**src/rtl/rdc_pkg.sv**
```systemverilog
package rdc_pkg;
    localparam int DATA_W = 32;
    typedef logic [DATA_W-1:0] elem_t;
    localparam elem_t SENTINEL = '1;

    function automatic logic is_sentinel(input elem_t d);
        return &d;
    endfunction
endpackage

```
**src/rtl/rdc_run_length.sv**
```systemverilog
module rdc_run_length #(
    parameter int WAYS     = 4,
    parameter int LEN_W    = 16,
    parameter int INIT_RUN = 4
) (
    input  logic             clk,
    input  logic             rst,
    input  logic             phase_load,
    input  logic             phase_advance,
    input  logic [LEN_W-1:0] run_len_in,
    output logic [LEN_W-1:0] ep
);
    localparam int SHIFT = $clog2(WAYS);

    always_ff @(posedge clk) begin
        if (rst)                ep <= LEN_W'(INIT_RUN);
        else if (phase_load)    ep <= run_len_in;
        else if (phase_advance) ep <= ep << SHIFT;
    end


    ep_scale_chk: assert property (@(posedge clk) disable iff (rst)
        (phase_advance && !phase_load) |=> (ep == LEN_W'($past(ep) * WAYS)));

    ep_load_chk: assert property (@(posedge clk) disable iff (rst)
        phase_load |=> (ep == $past(run_len_in)));
endmodule

```
**src/rtl/rdc_leaf_gate.sv**
```systemverilog
module rdc_leaf_gate
    import rdc_pkg::*;
#(
    parameter int LEN_W = 16
) (
    input  logic             clk,
    input  logic             rst,
    input  logic             clr,
    input  logic             flush,
    input  logic [LEN_W-1:0] ep,
    input  logic             src_valid,
    input  elem_t            src_data,
    output logic             src_ready,
    output logic             leaf_valid,
    output elem_t            leaf_data,
    input  logic             leaf_ready
);
    logic [LEN_W-1:0] cnt_q;
    logic             holding;
    logic             take;

    assign holding    = (cnt_q >= ep);
    assign leaf_valid = !flush && (holding || src_valid);
    assign leaf_data  = holding ? SENTINEL : src_data;
    assign src_ready  = !flush && !holding && leaf_ready;
    assign take       = src_valid && src_ready;

    always_ff @(posedge clk) begin
        if (rst || clr)  cnt_q <= '0;
        else if (take)   cnt_q <= cnt_q + 1'b1;
    end


    cnt_bound_chk: assert property (@(posedge clk) disable iff (rst)
        (cnt_q <= ep) || $past(clr));

    hold_keep_chk: assert property (@(posedge clk) disable iff (rst)
        (holding && !clr) |=> (leaf_data == SENTINEL && !src_ready));
endmodule

```
**src/rtl/rdc_root_counter.sv**
```systemverilog
module rdc_root_counter
    import rdc_pkg::*;
#(
    parameter int WAYS  = 4,
    parameter int LEN_W = 16
) (
    input  logic             clk,
    input  logic             rst,
    input  logic             phase_ctl,
    input  logic [LEN_W-1:0] ep,
    input  logic             root_valid,
    input  elem_t            root_data,
    output logic             ob_wr,
    output elem_t            ob_data,
    output logic             flush
);
    localparam int CNT_W = LEN_W + $clog2(WAYS) + 1;

    logic [CNT_W-1:0] out_cnt_q;
    logic [CNT_W-1:0] merged_len;
    logic             last_wr;

    assign merged_len = CNT_W'(ep) * CNT_W'(WAYS);
    assign ob_wr      = root_valid && !is_sentinel(root_data) && !flush;
    assign ob_data    = root_data;
    assign last_wr    = ob_wr && (out_cnt_q + 1'b1 == merged_len);

    always_ff @(posedge clk) begin
        if (rst) begin
            out_cnt_q <= '0;
            flush     <= 1'b0;
        end else begin
            flush <= last_wr && !phase_ctl;
            if (flush || phase_ctl) out_cnt_q <= '0;
            else if (ob_wr)         out_cnt_q <= out_cnt_q + 1'b1;
        end
    end


    no_sentinel_write_chk: assert property (@(posedge clk) disable iff (rst)
        ob_wr |-> !is_sentinel(ob_data));

    flush_pulse_chk: assert property (@(posedge clk) disable iff (rst)
        flush |=> !flush);

    cnt_clear_chk: assert property (@(posedge clk) disable iff (rst)
        flush |=> (out_cnt_q == '0));
endmodule

```
**src/rtl/run_delimiter_ctrl.sv**
```systemverilog
module run_delimiter_ctrl
    import rdc_pkg::*;
#(
    parameter int WAYS     = 4,
    parameter int LEN_W    = 16,
    parameter int INIT_RUN = 4
) (
    input  logic                   clk,
    input  logic                   rst,
    input  logic                   phase_load,
    input  logic                   phase_advance,
    input  logic [LEN_W-1:0]       run_len_in,
    input  logic [WAYS-1:0]        src_valid,
    input  logic [WAYS*DATA_W-1:0] src_data,
    output logic [WAYS-1:0]        src_ready,
    output logic [WAYS-1:0]        leaf_valid,
    output logic [WAYS*DATA_W-1:0] leaf_data,
    input  logic [WAYS-1:0]        leaf_ready,
    input  logic                   root_valid,
    input  logic [DATA_W-1:0]      root_data,
    output logic                   ob_wr,
    output logic [DATA_W-1:0]      ob_data,
    output logic                   tree_flush
);
    logic [LEN_W-1:0] ep;
    logic             phase_ctl;
    logic             clr;

    assign phase_ctl = phase_load || phase_advance;
    assign clr       = tree_flush || phase_ctl;

    rdc_run_length #(.WAYS(WAYS), .LEN_W(LEN_W), .INIT_RUN(INIT_RUN)) u_len (
        .clk(clk), .rst(rst), .phase_load(phase_load),
        .phase_advance(phase_advance), .run_len_in(run_len_in), .ep(ep)
    );

    for (genvar g = 0; g < WAYS; g++) begin : g_leaf
        rdc_leaf_gate #(.LEN_W(LEN_W)) u_gate (
            .clk(clk), .rst(rst), .clr(clr), .flush(tree_flush), .ep(ep),
            .src_valid(src_valid[g]),
            .src_data(src_data[g*DATA_W +: DATA_W]),
            .src_ready(src_ready[g]),
            .leaf_valid(leaf_valid[g]),
            .leaf_data(leaf_data[g*DATA_W +: DATA_W]),
            .leaf_ready(leaf_ready[g])
        );
    end

    rdc_root_counter #(.WAYS(WAYS), .LEN_W(LEN_W)) u_root (
        .clk(clk), .rst(rst), .phase_ctl(phase_ctl), .ep(ep),
        .root_valid(root_valid), .root_data(root_data),
        .ob_wr(ob_wr), .ob_data(ob_data), .flush(tree_flush)
    );


    flush_hold_chk: assert property (@(posedge clk) disable iff (rst)
        tree_flush |-> (leaf_valid == '0 && src_ready == '0 && !ob_wr));

    reset_quiet_chk: assert property (@(posedge clk)
        $past(rst) |-> !tree_flush);
endmodule

```
**config.mk**
```make
export PLATFORM = sky130hd
export DESIGN_NAME = run_delimiter_ctrl
export DESIGN_NICKNAME = d
export VERILOG_FILES = /design/src/rtl/rdc_pkg.sv /design/src/rtl/rdc_run_length.sv /design/src/rtl/rdc_leaf_gate.sv /design/src/rtl/rdc_root_counter.sv /design/src/rtl/run_delimiter_ctrl.sv
export SDC_FILE = /design/constraint.sdc
export NUM_CORES = 1
export LEC_CHECK = 0
export ABC_CLOCK_PERIOD_IN_PS = 3500
export BUFFER_PORTS_ARGS = -buffer_cell sky130_fd_sc_hd__buf_2
export CAP_MARGIN = 10
export CORE_MARGIN = 10
export CORE_UTILIZATION = 30
export DETAILED_ROUTE_END_ITERATION = 7
export PLACE_DENSITY = 0.66
export SLEW_MARGIN = 0
export SYNTH_ARGS = -nofsm -noshare
export SYNTH_HDL_FRONTEND = slang
export SYNTH_SLANG_ARGS = --single-unit
export TNS_END_PERCENT = 20
```
**constraint.sdc**
```tcl
create_clock -name clk -period 3.5 [get_ports clk]
set_clock_uncertainty 0.05 [all_clocks]
set_input_delay 0.35 -clock clk [delete_from_list [all_inputs] [get_ports clk]]
set_output_delay 0.35 -clock clk [all_outputs]
set_load 0.03 [all_outputs]
```
==> metrics, run 1 <==
asr flop ratio synth=0; Max Slew Vio Count=0; worst skew pair latency=0.36 ns; Slew HR=0.583; drt total wl=26.7 mm; R2R Path Start=u_len.ep[13]; synth unique cells=56; post-route clock period utilization=0.969; DPL Wire Length=21.3 mm; global-route wire length before repair=42.4 mm; share of post-route cells with drive strength above 1=0.362; final worst path period need=3.39 ns; worst hold path class=in2reg; fin nets=1565; post-DR vias/cell=4.97; H-tree Lvls=3; Main synth FF type=dfxtp_1; vias in the first global route=8058; hold path startpoint=run_len_in[4]; total setup buffers inserted after CTS=0; leakage=4.56 nW; Worst-path clk slew=0.07 ns; die footprint=0.0331 mm²; Worst Path Required=3.10 ns; Mapped Cells=1020; initial antenna violation count=0; register area share after synthesis=0.254; # DRC=0; via count=8184; largest net degree at the start of global routing=52; Congestion Overflow GR=0; Final Hold Viols=0; P&R area growth vs syn=27.0%; fin cells=1646; total track usage=0.152; Setup crit end kind=output port; Synth Area per Inst=7.72 µm²; Synth area leaders=dfxtp_1, ha_1, or3_1, xnor2_1, nor2_1; Synth top area share=0.254; CTS tree=built; Antenna diodes=0; Boundary Pins=359; Placed Cells=1630; Horiz. Die Dim=182 µm; CP Max Fanout=51; Initial Util=0.304; routability cong.=0.895; mapped cell area=0.00788 mm²; drt wl/cell=16.2 µm; Cell Pwr Density=301 mW/mm²; Final Total Pwr=0.00301 W; Yosys reg bits=100; Critical Path Start=u_len.ep[6]; TNS Setup=0 ns; Final Util=0.386; First-pass DRT Iterations=5; Rows=59; Slew @ Worst Pin=0.617 ns; worst vdd ir=284 µV; chip height=182 µm; highest clock rate=295 MHz; Routed Antenna Nets=0; critical path class=reg2out; status=finished, final reports clean; clock root buffer=clkbuf_16; pre-CTS WS=0.334 ns; Core Area=0.0259 mm²; Critical Path Source Type=flop; Net Count, Synth=1279; final setup fails=0; Post-synth EDFFs=0; DR iter-0 viols=427; # fillers=2662; data arrival time of the critical path=2.99 ns; Ys Warns=0; max_cap viols=0; total CTS buffers=9; count leader, synth=nor2_1; Commonest cells post-synth=nor2_1, dfxtp_1, or3_1, ha_1, or2_2; final worst slack=0.109 ns; area leader, netlist=dfxtp_1; PortBufs=358; CTS sink count=100; clk buf depth=2
-- per-layer routing --
layer | wire length, µm | GRT usage | vias to the layer above | part of all wire
met2 | 13500 | 0.267 | 216 | 0.51
met3 | 1500 | 0.0320 | 31 | 0.056
met4 | 368 | 0.0390 | 0 | 0.014
met5 | 0 | 0 | - | 0
li1 | - | - | 4138 | -
met1 | 11300 | 0.183 | 3799 | 0.42
-- worst paths after layout --
check                               endpoint  slack (ns)  depth (start not counted)
setup reg to reg   g_leaf[2].u_gate.cnt_q[5]        0.49                          9
hold / removal                   u_len.ep[4]        0.17                          3
hold reg to reg   g_leaf[1].u_gate.cnt_q[15]        0.44                          2
setup / recovery              leaf_data[124]        0.11                          9
-- layout make-up --
type / count / area [µm²] / area share
tap: 335 / 419 / 0.0419
inverter: 27 / 101 / 0.0101
sequential: 100 / 2000 / 0.200
multi-input combinational: 795 / 5280 / 0.527
timing repair buffer: 373 / 1900 / 0.190
clock inverter: 6 / 62.6 / 0.00625
clock buffer: 10 / 239 / 0.0239
-- stage by stage --
| stage | instance area (µm²) | hold WS (ns) |
|---|---|---|
| floorplan | 7880 | 0.406 |
| global placement | 9690 | 0.425 |
| detailed placement | 9690 | 0.437 |
| CTS | 9990 | 0.160 |
| global route | 10000 | 0.186 |
| finish | 10000 | 0.171 |
-- power breakdown --
group          leakage, nW  total (W)  switching, W  internal, W
clock                0.153    0.00104      0.000464     0.000574
sequential           0.809    0.00117     0.0000171      0.00115
combinational         3.60   0.000803      0.000514     0.000289
-- cell usage in the layout (no fill, tap or decap), types with 7 or more instances in the layout --
cell / count
nand2b_1: 9
mux2i_1: 16
clkbuf_16: 9
a21oi_1: 60
and3_1: 15
xor2_1: 18
dfxtp_1: 99
nor4_1: 12
a21o_1: 11
nand3_1: 23
buf_2: 358
nor3b_1: 7
o21ai_0: 33
buf_4: 15
or4_1: 9
and4_1: 10
xnor2_1: 53
and2_1: 7
inv_1: 25
nand4_1: 38
or2_2: 67
nor2_1: 111
nor3_1: 16
nand2_1: 63
or3_1: 78
ha_1: 70
-- timing repair --
action / in CTS / in global routing
gates resized for setup: 1 / 5
hold buffers: 0 / 0
setup endpoints to repair: 2 / 60
-- registers in the layout (all words and copies together), names as in the netlist --
| signal | count |
|---|---|
| g_leaf.u_gate.cnt_q | 64 |
| u_root.out_cnt_q | 19 |
| u_len.ep | 16 |
| u_root.flush | 1 |
-- logic make-up after synthesis --
| kind of cell | count (synthesis) | share of synthesized area |
|---|---|---|
| muxes | 16 | 0.0203 |
| and+or+nand+nor | 487 | 0.336 |
| buffers and inverters | 125 | 0.0796 |
| adders and majority gates | 70 | 0.111 |
| xor gates and xnor gates | 71 | 0.0790 |
| AOI/OAI and AO/OA | 151 | 0.120 |
| DFF | 100 | 0.254 |
-- worst max-delay path, cell delays in order (launching register included) --
cell,delay (ns)
dfxtp_1,0.33
inv_1,0.30
ha_1,0.31
a21o_1,0.18
a211o_1,0.28
a221oi_1,0.29
o221ai_2,0.13
buf_4,0.27
or2_2,0.33
buf_2,0.18
No activity file was read; power rests on OpenSTA's default activity.
==> inputs of run 2 (changes only) <==
--- a/config.mk
+++ b/config.mk
@@ -8,10 +8,13 @@
 export ABC_CLOCK_PERIOD_IN_PS = 3500
 export BUFFER_PORTS_ARGS = -buffer_cell sky130_fd_sc_hd__buf_2
 export CAP_MARGIN = 10
+export CELL_PAD_IN_SITES_DETAIL_PLACEMENT = 1
+export CELL_PAD_IN_SITES_GLOBAL_PLACEMENT = 1
 export CORE_MARGIN = 10
 export CORE_UTILIZATION = 30
 export DETAILED_ROUTE_END_ITERATION = 7
-export PLACE_DENSITY = 0.66
+export GPL_ROUTABILITY_DRIVEN = 0
+export PLACE_DENSITY = 0.85
 export SLEW_MARGIN = 0
 export SYNTH_ARGS = -nofsm -noshare
 export SYNTH_HDL_FRONTEND = slang
==> metrics, run 2 (synthesis gave the netlist of run 1 again) <==
status=finished, final reports clean; post-route clock period utilization=0.970 (+0.00114); CP peak stage delay=0.41 ns (+0.08 ns); total CTS buffers=9 (unchanged); Max Slew Vio Count=0 (unchanged); Finished Cell Area=0.0101 mm² (+1.0%); Routed Antenna Nets=0 (unchanged); Cell Pwr Density=317 mW/mm² (+5.4%); # DRC=0 (unchanged); final setup fails=0 (unchanged); Crit path max-delay family=simple AND/OR/NAND/NOR gates; chip height=182 µm (unchanged); Boundary Pins=359 (unchanged); Final Hold Viols=0 (unchanged); Clock Power Share=0.377 (+0.032); share of post-route cells with drive strength above 1=0.373 (+0.0111); Min Hold Slack=0.159 ns (-0.0121 ns); H-tree Lvls=3 (unchanged); critical path's slowest cell=dfxtp_1; CP Max Fanout=10 (-80%); Largest Register=g_leaf.u_gate.cnt_q; critical path class=reg2out; drt wl/cell=18.7 µm (+15%); Seq pwr share=0.365 (-0.023); total track usage=0.175 (+0.0230); clock root buffer=clkbuf_16; Slew HR=0.534 (-0.0486); Sw Ratio=0.324 (-0.00699); max_cap viols=0 (unchanged); final worst path period need=3.39 ns (+0.00398 ns); WP buf/inv=2 (-1); vias in the first global route=8833 (+9.6%); worst hold path class=in2reg; clk buf depth=2 (unchanged); drt total wl=30.9 mm (+16%); via count=8407 (+2.7%); Internal=0.00217 W (+7.6%); Horiz. Die Dim=182 µm (unchanged); commonest non-fill, non-tap cells in the layout=buf_2, nor2_1, dfxtp_1; Congestion Overflow GR=0 (unchanged); CTS tree=built; Critical Path Source Type=flop; Initial Util=0.304 (unchanged); global-route wire length before repair=47.8 mm (+13%); Placed Cells=1630 (unchanged); dpl cell area=0.00969 mm² (unchanged); TNS Setup=0 ns (unchanged); initial antenna violation count=0 (unchanged); Largest regs=g_leaf.u_gate.cnt_q: 64 flops, u_root.out_cnt_q: 19 flops, u_len.ep: 16 flops; fin cells=1650 (+0.24%); net switching power=0.00104 W (+4.3%); P&R area growth vs syn=28.3%; Setup crit end kind=output port; post-DR vias/cell=5.10 (+2.5%); Antenna diodes=0 (unchanged); combinational share of power=0.258 (-0.009); PortBufs=358 (unchanged); First-pass DRT Iterations=5 (unchanged); largest net degree at the start of global routing=55 (+5.8%); DR iter-0 viols=351 (-18%); highest clock rate=295 MHz (-0.12%); Slew @ Worst Pin=0.689 ns (+0.0718 ns); Final Total Pwr=0.00320 W (+6.5%); Worst Path Required=3.10 ns (about the same); Hold Buf Count CTS=0 (unchanged); worst vdd ir=242 µV (-15%); DPL Wire Length=24.5 mm (+15%); die footprint=0.0331 mm² (unchanged); Rows=59 (unchanged); worst skew pair latency=0.37 ns (about the same); critical path cell sequence=inv_2 > ha_1 > and4_1 > a221o_1 > a31oi_1 > o21ai_2 > or2_1 > nor3b_1 > buf_4; Core Area=0.0259 mm² (unchanged); CTS sink count=100 (unchanged); data arrival time of the critical path=2.99 ns (about the same); fin nets=1569 (+0.26%); leakage=4.59 nW (+0.78%); commonest non-fill, non-tap cell in the layout=buf_2; max FFs per register=64 (unchanged); Worst-path clk slew=0.08 ns (about the same)
==> run 2: changes by cell type in the layout (fill, tap and decap cells not counted), sizes merged <==
| cell | change |
|---|---|
| buf | +4 |
| bufinv | +2 |
| clkbuf | +1 |
| inv | -1 |
| clkinvlp | +2 |
| clkinv | -4 |
==> run 2: area by class of cell <==
type / count / area, µm²
multi-input combinational: 795 / 5280
clock buffer: 11 / 243
inverter: 27 / 105
timing repair buffer: 377 / 1940
tap: 335 / 419
clock inverter: 5 / 106
fill: 3285 / 15800
sequential: 100 / 2010
==> run 2: through the flow <==
stage | util | setup slack, ns
final | 0.390 | 0.106
after global routing | 0.390 | -0.0228
after CTS | 0.388 | 0.00505
after detailed placement | 0.374 | 0.286
after global placement | 0.374 | 0.416
after floorplan | - | 0.643
==> run 2: repair_timing <==
item	4_1_cts	5_1_grt
gates resized for setup	5	18
endpoints found under the setup margin	98	100
cloned	0	0
buffers inserted	0	4
==> run 2: worst paths after layout <==
check	start	end	slack, ns	cells after the start
worst max-delay path	u_len.ep[11]	src_ready[0]	0.11	9
worst max register to register	u_len.ep[15]	g_leaf[2].u_gate.cnt_q[6]	0.41	9
worst min-delay path	run_len_in[2]	u_len.ep[2]	0.16	3
worst min register to register	g_leaf[2].u_gate.cnt_q[15]	g_leaf[2].u_gate.cnt_q[15]	0.46	2
==> run 2: worst min-delay path: cells and delay by family <==
kind / cells / cell delay [ns]
muxes: 1 / 0.06
buffers and inverters: 1 / 0.07
and+or+nand+nor: 1 / 0.07
==> run 2: layer usage <==
metal / GRT usage / wire [µm]
met2: 0.323 / 16400
met5: 0 / 0
met3: 0.0400 / 1590
met1: 0.192 / 12400
met4: 0.0540 / 512
==> run 2: power groups by stage <==
stage / combinational [W] / sequential (W) / clock (W)
global route: 0.000886 / 0.00117 / 0.00127
global placement: 0.000797 / 0.00119 / 0
CTS: 0.000824 / 0.00117 / 0.00123
detailed placement: 0.000819 / 0.00119 / 0
finish: 0.000826 / 0.00117 / 0.00121
floorplan: 0.000546 / 0.00119 / 0
==> inputs of run 3 (changes only) <==
--- a/config.mk
+++ b/config.mk
@@ -10,6 +10,7 @@
 export CAP_MARGIN = 10
 export CELL_PAD_IN_SITES_DETAIL_PLACEMENT = 1
 export CELL_PAD_IN_SITES_GLOBAL_PLACEMENT = 1
+export CORE_ASPECT_RATIO = 0.8
 export CORE_MARGIN = 10
 export CORE_UTILIZATION = 30
 export DETAILED_ROUTE_END_ITERATION = 7
==> metrics, run 3 (synthesis gave the netlist of run 1 again) <==
Slew @ Worst Pin=0.700 ns (+0.0112 ns); CP Max Fanout=51 (+41); final worst path period need=3.43 ns (+0.0393 ns); H-tree Lvls=3 (unchanged); total track usage=0.177 (+0.00284); commonest non-fill, non-tap cells in the layout=buf_2, nor2_1, dfxtp_1; Clock Power Share=0.371 (-0.006); CTS sink count=100 (unchanged); Critical Path Start=u_len.ep[6]; RSZ-0062 raised after global routing=yes; share of post-route cells with drive strength above 1=0.366 (-0.00649); worst skew pair latency=0.36 ns (about the same); combinational share of power=0.260 (+0.002); post-route clock period utilization=0.981 (+0.0112); Setup crit end kind=output port; total CTS buffers=9 (unchanged); Worst Path Required=3.10 ns (about the same); Internal=0.00216 W (-0.52%); Final Total Pwr=0.00317 W (-1.2%); Hold Buf Count CTS=0 (unchanged); First-pass DRT Iterations=5 (unchanged); max FFs per register=64 (unchanged); Boundary Pins=359 (unchanged); Antenna diodes=0 (unchanged); P&R area growth vs syn=28.2% (about the same); DPL Wire Length=25.1 mm (+2.3%); Worst-path clk slew=0.07 ns (about the same); Placed Cells=1646 (+0.98%); critical path class=reg2out; # fillers=3240 (-1.4%); drt wl/cell=18.9 µm (+0.72%); final setup fails=0 (unchanged); fin nets=1567 (-0.13%); # DRC=0 (unchanged); Horiz. Die Dim=201 µm (+11%); Rows=52 (-12%); Seq pwr share=0.369 (+0.004); via count=8579 (+2.0%); leakage=4.59 nW (-0.19%); Final Hold Viols=0 (unchanged); Max Slew Vio Count=0 (unchanged); Slew HR=0.521 (-0.0131); hold path startpoint=run_len_in[2]; Critical Path Source Type=flop; Core Area=0.0256 mm² (-1.3%); highest clock rate=291 MHz (-1.1%); clock root buffer=clkbuf_16; DR iter-0 viols=530 (+51%); Congestion Overflow GR=0 (unchanged); status=finished, final reports clean; vias in the first global route=9079 (+2.8%); PortBufs=358 (unchanged); CTS tree=built; post-DR vias/cell=5.16 (+1.3%); Initial Util=0.308 (+0.00406); clk buf depth=2 (unchanged); chip height=165 µm (-9.4%); initial antenna violation count=0 (unchanged); Min Hold Slack=0.161 ns (+0.00216 ns); R2R Path Start=u_len.ep[6]; Routed Antenna Nets=0 (unchanged); max_cap viols=0 (unchanged); Finished Cell Area=0.0101 mm² (about the same); Largest regs=g_leaf.u_gate.cnt_q: 64 flops, u_root.out_cnt_q: 19 flops, u_len.ep: 16 flops; reg-to-reg slack, setup=0.54 ns (+0.13 ns); largest net degree at the start of global routing=57 (+3.6%); Final Util=0.395 (+0.00492); Sw Ratio=0.319 (-0.00450); drt total wl=31.3 mm (+1.5%); Cell Pwr Density=313 mW/mm² (-1.1%); commonest non-fill, non-tap cell in the layout=buf_2; data arrival time of the critical path=3.03 ns (+0.04 ns); Largest Register=g_leaf.u_gate.cnt_q; die footprint=0.0332 mm² (+0.12%); worst hold path class=in2reg; fin cells=1662 (+0.73%); global-route wire length before repair=48.5 mm (+1.7%); dpl cell area=0.00972 mm² (+0.34%); worst vdd ir=220 µV (-9.1%); net switching power=0.00101 W (-2.6%)
run 3: cell count changes in the layout (fill, tap and decap cells not counted), sizes merged:
| cell | previous run | this run |
|---|---|---|
| buf | 377 | 375 |
| clkbuf | 11 | 10 |
| clkinv | 0 | 1 |
| clkinvlp | 2 | 1 |
| inv | 27 | 26 |
run 3: power groups by stage:
stage                     clock (W)  sequential, W  combinational [W]
after floorplan                   0        0.00119           0.000546
after global placement            0        0.00119           0.000801
after detailed placement          0        0.00119           0.000824
after CTS                   0.00119        0.00117           0.000829
after global routing        0.00124        0.00117           0.000890
final                       0.00117        0.00117           0.000824
run 3: per-stage QoR:
stage / worst slack (ns) / setup TNS, ns
2_1_floorplan: 0.643 / 0
3_3_place_gp: 0.440 / 0
3_5_place_dp: 0.354 / 0
4_1_cts: 0.0261 / 0
5_1_grt: -0.143 / -4.21
6_report: 0.0662 / 0
run 3: path summary, 6_finish.rpt:
path,endpoint,depth (start not counted)
max,leaf_data[112],9
min,u_len.ep[2],3
max reg2reg,g_leaf[3].u_gate.cnt_q[8],10
min reg2reg,g_leaf[0].u_gate.cnt_q[15],2
run 3: final cells by class:
cell class | instances | area (µm²) | area share
Multi-Input combinational cell | 795 | 5280 | 0.522
Sequential cell | 100 | 2010 | 0.199
Timing Repair Buffer | 375 | 1940 | 0.192
Tap cell | 351 | 439 | 0.0435
Clock buffer | 10 | 239 | 0.0237
Inverter | 27 | 105 | 0.0104
Clock inverter | 4 | 98.8 | 0.00979
run 3: routing by layer:
metal | part of all wire | track usage
met1 | 0.41 | 0.207
met2 | 0.50 | 0.313
met3 | 0.075 | 0.0533
met4 | 0.017 | 0.0467
met5 | 0 | 0
run 3: what timing repair did:
| item | in CTS | in global routing |
|---|---|---|
| gates resized for setup | 2 | 13 |
| hold endpoints to repair | 0 | 0 |
| setup buffers | 0 | 2 |
| setup endpoints to repair | 41 | 100 |
run 3: critical path, stage by stage, from the launching register on:
cell and delay [ns]:
dfxtp_1 0.39, inv_1 0.22, ha_1 0.38, a21o_1 0.19
a211o_1 0.29, a221oi_1 0.27, o221ai_2 0.13, buf_4 0.27
or2_2 0.33, buf_2 0.19
